==> config.mk <==
export PLATFORM = sky130hd
export DESIGN_NAME = can_rxfifo_window
export DESIGN_NICKNAME = d
export VERILOG_FILES = /design/src/rtl/can_rxq_pkg.sv /design/src/rtl/rxq_store.sv /design/src/rtl/rxq_ctrl.sv /design/src/rtl/rxq_rdmux.sv /design/src/rtl/can_rxfifo_window.sv
export SDC_FILE = /design/constraint.sdc
export NUM_CORES = 1
export LEC_CHECK = 0
export BUFFER_PORTS_ARGS = -buffer_cell sky130_fd_sc_hd__buf_2
export CAP_MARGIN = 10
export CELL_PAD_IN_SITES_DETAIL_PLACEMENT = 1
export CELL_PAD_IN_SITES_GLOBAL_PLACEMENT = 1
export CORE_MARGIN = 4
export CORE_UTILIZATION = 52
export CTS_CLUSTER_DIAMETER = 100
export DETAILED_ROUTE_END_ITERATION = 10
export MAX_ROUTING_LAYER = met4
export PLACE_DENSITY = 0.79
export SETUP_SLACK_MARGIN = 0.3
export SYNTH_ARGS = -nofsm -noshare
export SYNTH_HDL_FRONTEND = slang
export SYNTH_SLANG_ARGS = --single-unit
==> constraint.sdc <==
create_clock -name clk -period 7.7 [get_ports clk]
set_input_delay 1.54 -clock clk [delete_from_list [all_inputs] [get_ports clk]]
set_output_delay 1.54 -clock clk [all_outputs]
set_load 0.005 [all_outputs]
==> src/rtl/can_rxq_pkg.sv <==
// Package: shared frame type, register addresses and bit positions for the
// receive queue window. Assumes a byte-wide register bus.
package can_rxq_pkg;

    localparam int ID_W    = 32;
    localparam int NBYTES  = 8;
    localparam int DLC_W   = 4;
    localparam int REG_AW  = 8;

    // Register byte addresses
    localparam logic [REG_AW-1:0] A_ID0  = 8'h00;
    localparam logic [REG_AW-1:0] A_DLC  = 8'h05;
    localparam logic [REG_AW-1:0] A_DAT0 = 8'h06;
    localparam logic [REG_AW-1:0] A_CTL  = 8'h10;
    localparam logic [REG_AW-1:0] A_PTR  = 8'h11;
    localparam logic [REG_AW-1:0] A_ISR  = 8'h12;
    localparam logic [REG_AW-1:0] A_IER  = 8'h13;
    localparam logic [REG_AW-1:0] A_ERR  = 8'h14;

    // Bit positions
    localparam int CTL_EN    = 0;
    localparam int CTL_OVW   = 3;
    localparam int CTL_EMPTY = 7;
    localparam int ISR_RX    = 4;
    localparam int ERR_OVR   = 5;

    localparam logic [7:0] PTR_ADVANCE = 8'hFF;

    typedef struct packed {
        logic [ID_W-1:0]     id;
        logic [DLC_W-1:0]    dlc;
        logic [NBYTES*8-1:0] data;
    } rx_frame_t;

endpackage

==> src/rtl/rxq_store.sv <==
// Module: rxq_store
// Frame storage with read/write pointers and an occupancy count.
// New frames go to the tail; a full queue either drops the arriving frame
// or, in overwrite mode, replaces the newest stored frame.
// Assumes DEPTH is a power of two, and that pop is asserted only when the
// queue is non-empty.
module rxq_store
    import can_rxq_pkg::*;
#(
    parameter int DEPTH = 4
) (
    input  logic             clk,
    input  logic             rst_n,
    input  logic             flush,
    input  logic             push,
    input  logic             pop,
    input  logic             overwrite_mode,
    input  rx_frame_t        frame_in,
    output rx_frame_t        head,
    output logic [$clog2(DEPTH):0] count,
    output logic             empty,
    output logic             stored,
    output logic             overrun
);

    localparam int PTR_W = $clog2(DEPTH);
    localparam int CNT_W = PTR_W + 1;
    localparam logic [CNT_W-1:0] FULL_CNT = CNT_W'(DEPTH);

    logic [PTR_W-1:0] wr_ptr, rd_ptr, newest;
    logic             full, room, take_new, take_over;
    rx_frame_t        mem [DEPTH];

    assign full      = (count == FULL_CNT);
    assign empty     = (count == '0);
    assign room      = !full || pop;
    assign take_new  = push && room;
    assign take_over = push && !room && overwrite_mode;
    assign overrun   = push && !room;
    assign stored    = take_new || take_over;
    assign newest    = wr_ptr - PTR_W'(1);
    assign head      = mem[rd_ptr];

    // Pointer and count update, cleared by reset or flush
    always_ff @(posedge clk) begin
        if (!rst_n || flush) begin
            wr_ptr <= '0;
            rd_ptr <= '0;
            count  <= '0;
        end else begin
            if (take_new) wr_ptr <= wr_ptr + PTR_W'(1);
            if (pop)      rd_ptr <= rd_ptr + PTR_W'(1);
            count <= count + CNT_W'(take_new) - CNT_W'(pop);
        end
    end

    for (genvar i = 0; i < DEPTH; i++) begin : g_slot
        // Slot i loads on a tail write or on an overwrite of the newest slot
        always_ff @(posedge clk) begin
            if (!rst_n) begin
                mem[i] <= '0;
            end else if ((take_new && wr_ptr == PTR_W'(i)) ||
                         (take_over && newest == PTR_W'(i))) begin
                mem[i] <= frame_in;
            end
        end
    end

endmodule

==> src/rtl/rxq_ctrl.sv <==
// Module: rxq_ctrl
// Control, status, enable and error registers. Also decodes the release
// command. Status and error bits are sticky: an event sets them, and a
// write of 0 to the bit clears them, with the event taking priority.
module rxq_ctrl
    import can_rxq_pkg::*;
(
    input  logic              clk,
    input  logic              rst_n,
    input  logic              reg_wr,
    input  logic [REG_AW-1:0] reg_addr,
    input  logic [7:0]        reg_wdata,
    input  logic              empty,
    input  logic              stored,
    input  logic              overrun,
    output logic              en,
    output logic              ovw_mode,
    output logic              isr_rx,
    output logic              ier_rx,
    output logic              err_ovr,
    output logic              pop,
    output logic              flush,
    output logic              irq
);

    logic ctl_wr, ptr_wr, isr_wr, ier_wr, err_wr;

    assign ctl_wr = reg_wr && (reg_addr == A_CTL);
    assign ptr_wr = reg_wr && (reg_addr == A_PTR);
    assign isr_wr = reg_wr && (reg_addr == A_ISR);
    assign ier_wr = reg_wr && (reg_addr == A_IER);
    assign err_wr = reg_wr && (reg_addr == A_ERR);

    assign pop   = ptr_wr && (reg_wdata == PTR_ADVANCE) && en && !empty;
    assign flush = ctl_wr && !reg_wdata[CTL_EN];
    assign irq   = isr_rx && ier_rx;

    // Control byte: queue on and overwrite mode
    always_ff @(posedge clk) begin
        if (!rst_n) begin
            en       <= 1'b0;
            ovw_mode <= 1'b0;
        end else if (ctl_wr) begin
            en       <= reg_wdata[CTL_EN];
            ovw_mode <= reg_wdata[CTL_OVW];
        end
    end

    // Interrupt enable bit
    always_ff @(posedge clk) begin
        if (!rst_n)      ier_rx <= 1'b0;
        else if (ier_wr) ier_rx <= reg_wdata[ISR_RX];
    end

    // Receive status: set on store, cleared by a zero write
    always_ff @(posedge clk) begin
        if (!rst_n) isr_rx <= 1'b0;
        else        isr_rx <= stored || (isr_rx && !(isr_wr && !reg_wdata[ISR_RX]));
    end

    // Overrun flag: set on overrun, cleared by a zero write
    always_ff @(posedge clk) begin
        if (!rst_n) err_ovr <= 1'b0;
        else        err_ovr <= overrun || (err_ovr && !(err_wr && !reg_wdata[ERR_OVR]));
    end

endmodule

==> src/rtl/rxq_rdmux.sv <==
// Module: rxq_rdmux
// Combinational register read decode: the head-frame window plus the
// control, status, enable and error bytes. Unmapped addresses read 0.
module rxq_rdmux
    import can_rxq_pkg::*;
(
    input  logic [REG_AW-1:0] reg_addr,
    input  rx_frame_t         head,
    input  logic              en,
    input  logic              ovw_mode,
    input  logic              empty,
    input  logic              isr_rx,
    input  logic              ier_rx,
    input  logic              err_ovr,
    output logic [7:0]        reg_rdata
);

    localparam int ID_BYTES = ID_W / 8;

    // Select the byte for the addressed register
    always_comb begin
        reg_rdata = 8'h00;
        if (reg_addr < REG_AW'(ID_BYTES)) begin
            reg_rdata = head.id[int'(reg_addr)*8 +: 8];
        end else if (reg_addr == A_DLC) begin
            reg_rdata = {{(8-DLC_W){1'b0}}, head.dlc};
        end else if (reg_addr >= A_DAT0 && reg_addr < A_DAT0 + REG_AW'(NBYTES)) begin
            reg_rdata = head.data[int'(reg_addr - A_DAT0)*8 +: 8];
        end else begin
            case (reg_addr)
                A_CTL: begin
                    reg_rdata[CTL_EN]    = en;
                    reg_rdata[CTL_OVW]   = ovw_mode;
                    reg_rdata[CTL_EMPTY] = empty;
                end
                A_ISR:   reg_rdata[ISR_RX]  = isr_rx;
                A_IER:   reg_rdata[ISR_RX]  = ier_rx;
                A_ERR:   reg_rdata[ERR_OVR] = err_ovr;
                default: reg_rdata = 8'h00;
            endcase
        end
    end

endmodule

==> src/rtl/can_rxfifo_window.sv <==
// Module: can_rxfifo_window (top)
// Receive message queue read through a single head-frame window.
// Frames from the source are accepted only while the queue is on.
// Assumes the source presents each frame for one cycle and that frames
// have already passed acceptance filtering.
module can_rxfifo_window
    import can_rxq_pkg::*;
#(
    parameter int DEPTH = 4
) (
    input  logic                clk,
    input  logic                rst_n,
    input  logic                rx_valid,
    input  logic [ID_W-1:0]     rx_id,
    input  logic [DLC_W-1:0]    rx_dlc,
    input  logic [NBYTES*8-1:0] rx_data,
    input  logic                reg_wr,
    input  logic [REG_AW-1:0]   reg_addr,
    input  logic [7:0]          reg_wdata,
    output logic [7:0]          reg_rdata,
    output logic                irq_rx
);

    localparam int CNT_W = $clog2(DEPTH) + 1;

    rx_frame_t        frame_in, head;
    logic [CNT_W-1:0] count;
    logic             empty, stored, overrun;
    logic             en, ovw_mode, isr_rx, ier_rx, err_ovr;
    logic             pop, flush, push;

    assign frame_in = '{id: rx_id, dlc: rx_dlc, data: rx_data};
    assign push     = rx_valid && en;

    rxq_store #(.DEPTH(DEPTH)) u_store (
        .clk            (clk),
        .rst_n          (rst_n),
        .flush          (flush),
        .push           (push),
        .pop            (pop),
        .overwrite_mode (ovw_mode),
        .frame_in       (frame_in),
        .head           (head),
        .count          (count),
        .empty          (empty),
        .stored         (stored),
        .overrun        (overrun)
    );

    rxq_ctrl u_ctrl (
        .clk       (clk),
        .rst_n     (rst_n),
        .reg_wr    (reg_wr),
        .reg_addr  (reg_addr),
        .reg_wdata (reg_wdata),
        .empty     (empty),
        .stored    (stored),
        .overrun   (overrun),
        .en        (en),
        .ovw_mode  (ovw_mode),
        .isr_rx    (isr_rx),
        .ier_rx    (ier_rx),
        .err_ovr   (err_ovr),
        .pop       (pop),
        .flush     (flush),
        .irq       (irq_rx)
    );

    rxq_rdmux u_rdmux (
        .reg_addr  (reg_addr),
        .head      (head),
        .en        (en),
        .ovw_mode  (ovw_mode),
        .empty     (empty),
        .isr_rx    (isr_rx),
        .ier_rx    (ier_rx),
        .err_ovr   (err_ovr),
        .reg_rdata (reg_rdata)
    );

endmodule

==> summary.md <==
| Metric | Value |
|---|---|
| Status | `finished clean` |
| Die footprint | `0.03998 sq mm` |
| Synth area leader | `edfxtp_1` |
| Lkg Pwr | `7.861 nW` |
| Synth Warn # | `0` |
| Worst reg-to-reg path cell count | `6` |
| CP Class | `input port to output pin` |
| Setup violations, final | `0` |
| Hold WS | `521.6 ps` |
| DR pass1 iterations | `7` |
| Number of H-tree levels | `2` |
| Worst-Margin Slew | `1074 ps` |
| Fillers | `between 3000 and 4000` |
| CTS sink count | `between 400 and 500` |
| Slew Viols, Final | `0` |
| Final Hold Viols | `0` |
| Crit-path max FO | `21` |
| Vias in the first global route | `between 10000 and 15000` |
| F_max | `184.3 MHz` |
| Dominant synthesized flop cell | `edfxtp_1` |
| Cts repair resizes | `0` |
| Postcts setup bufs | `0` |
| Setup TNS | `0 ps` |
| Largest family of logic cells by synthesized area | `simple AND/OR/NAND/NOR gates` |
| GRT Resource Usage Total | `0.2568` |
| Mean Syn Cell Area | `15.59 sq um` |
| Clock-pin slew on the worst setup and hold paths | `60 ps` |
| Post-synth EDFFs | `400` |
| Fraction of layout cells with a size suffix above 1 | `0.3697` |
| CP Capture Type | `output pin` |
| Top-count cell post-synth | `edfxtp_1` |
| Ys async rst share | `0` |
| First-pass GRT wire length | `about 74 mm` |
| Row Count | `70` |
| Synth top area share | `0.6269` |
| Design area | `0.02155 sq mm` |
| Chip Height | `200.0 um` |
| Clock buffer count from CTS | `44` |
| Gpl congestion | `0.8670` |
| # port buffers | `around 130` |
| DR vias | `roughly 11000` |
| Initial antenna violation count | `1` |
| Initial drt markers | `around 1100` |
| Largest net degree at the start of global routing | `~100` |
| Die width | `200.0 um` |
| Maxcap violations | `0` |
| Root buf cell | `clkbuf_16` |
| WL final | `49.53 mm` |
| Io pins | `approximately 130` |
| Complex-gate fraction of the synthesized area | `0.03526` |
| Commonest cells in the netlist | `edfxtp_1 (400), and2_1 (207), and2_2 (197), mux4_2 (85), clkbuf_2 (40)` |
| Synthesis-stage register bit count | `414` |
| Nets | `1470` |
| Minimum clock period | `5425 ps` |
| RSZ-0062 raised after global routing | `false` |
| Post-synth net total | `1359` |
| Worst skew pair latency | `about 560 ps` |
| Peak supply drop | `0.0001765 V` |
| Grt total ovfl | `0` |
| Worst path arrival time | `3890 ps` |
| Fin crit share | `0.7046` |
| Placed cell area | `0.02024 sq mm` |
| Xor-xnor portion of the synthesized cell area | `0.001829` |
| Clk buf depth | `3` |
| Post-route ant nets | `0` |
| Placeable Area | `between 0.03 and 0.04 sq mm` |
| Starting density of the core | `0.5259` |
| Reg2Reg Capture Point | `u_store.mem[2][67]` |
| Pwr/cell area | `218.5 mW/mm^2` |
| DRC Markers | `0` |
| DPL Wire Length | `30.92 mm` |
| Area growth, synth to finish | `12.46%` |
| Post-Synth Simple-Gate Area | `0.1683` |
| Adder-cell area share of the yosys netlist | `0.006922` |
| Worst Clk Skew | `23.22 ps` |
| CP Data Required Time | `6160 ps` |
| HP Start | `u_store.rd_ptr[1]` |
| CP Capture Point | `reg_rdata[7]` |
| Main area contributors after synthesis | `edfxtp_1 (63%), mux4_2 (10%), and2_2 (7.7%), and2_1 (6.8%), mux2i_1 (1.7%)` |
| Mean routed wirelength per cell | `26.88 um` |
| Vias per Instance | `5.903` |
| Worst hold-check path type | `flip-flop to flip-flop` |
| Headroom to the max-slew limit | `0.2842` |
| Register area share after synthesis | `0.6415` |
| Mux cell area share after synthesis | `0.1254` |
| CP Launch Point | `reg_addr[0]` |
| Worst reg2reg setup slack | `3810 ps` |
| Cells after Synth | `about 1200` |
| Worst R2R Start | `u_store.count[1]` |
| Hold_buf cts | `0` |
| CTS tree | `done` |
| Distinct cells, synth | `55` |
| Critical path launch point type | `input port` |
| Post-Syn Area | `0.01916 sq mm` |
==> critical path: stages <==
cell     delay (ps)
buf_2           400
nor2b_2         830
a22oi_1         250
a22o_1          260
o21ai_0         380
buf_2           210
==> layer usage <==
metal,vias up,global-route usage,share of wire
met5,-,-,0
met3,65,0.04364,0.069
met1,5652,0.3631,0.43
met2,352,0.3995,0.49
met4,0,0.05686,0.020
li1,4810,-,-
==> state kept, by name, indices dropped and copies added (netlist names), 2 cells and up, named ones only <==
name,flops
u_store.count,3
u_store.mem,400
u_store.rd_ptr,2
u_store.wr_ptr,2
==> per-stage QoR <==
| stage | utilization | cells | worst slack [ps] | total power, W |
|---|---|---|---|---|
| floorplan | - | 1229 | 1628 | 0.002692 |
| global placement | 0.5556 | 1762 | 2277 | 0.002799 |
| detailed placement | 0.5556 | 1762 | 2181 | 0.002809 |
| CTS | 0.5913 | 1842 | 2278 | 0.004751 |
| global route | 0.5914 | 1843 | 2075 | 0.004860 |
| finish | 0.5914 | 1843 | 2275 | 0.004709 |
==> how the worst min path moves through the flow <==
stage | to | cells past startpoint
final | flip-flop | 2
after global routing | u_ctrl.en | 2
after CTS | flip-flop | 2
after detailed placement | u_ctrl.err_ovr | 2
after global placement | u_ctrl.isr_rx | 2
after floorplan | u_ctrl.isr_rx | 2
==> where the power goes <==
group          switching [W]  leakage [nW]  internal (W)
registers          0.0000217          4.24       0.00253
clock network       0.000857         0.640       0.00109
logic               0.000137          2.98     0.0000700
total                0.00102          7.86       0.00369
==> area by class of cell <==
class                      instances  area (sq um)  area share
sequential                       414         12300      0.5708
antenna                            1         2.502   0.0001161
clock buffer                      56          1146     0.05319
inverter                          11         41.29    0.001916
tap                              468         585.6     0.02718
timing repair buffer             142         795.8     0.03693
multi-input combinational        727          6520      0.3026
clock inverter                    24         156.4    0.007259
==> logic make-up (layout without fill, tap and decap cells) <==
| group | after synthesis | after routing |
|---|---|---|
| compound gates | 97 | 97 |
| xor+xnor | 4 | 4 |
| fa+ha+maj | 10 | 10 |
| buf+inv | 88 | 233 |
| flops | 414 | 414 |
| mux | 128 | 128 |
| other cells | 0 | 1 |
| simple gates | 488 | 488 |
==> placed cells by master, fill, tap and decap left out, drive strengths merged, types with 2 or more instances in the layout <==
master and instances:
and2 405, edfxtp 400, buf 142, mux4 85
clkbuf 56, mux2i 37, a22oi 23, nand2 22
clkinv 21, o21ai 18, a21oi 16, nor2 16
dfxtp 14, nand3 13, inv 11, ha 9
o221ai 8, a22o 8, mux2 6, nor3 5
nand4b 5, nor2b 5, and3 5, o211ai 4
a221o 4, a221oi 3, xnor2 3, or4b 2
nand3b 2, a31oi 2, a211oi 2, o31ai 2
a21o 2, o22a 2, clkinvlp 2
(Power assumes the default switching activity.)
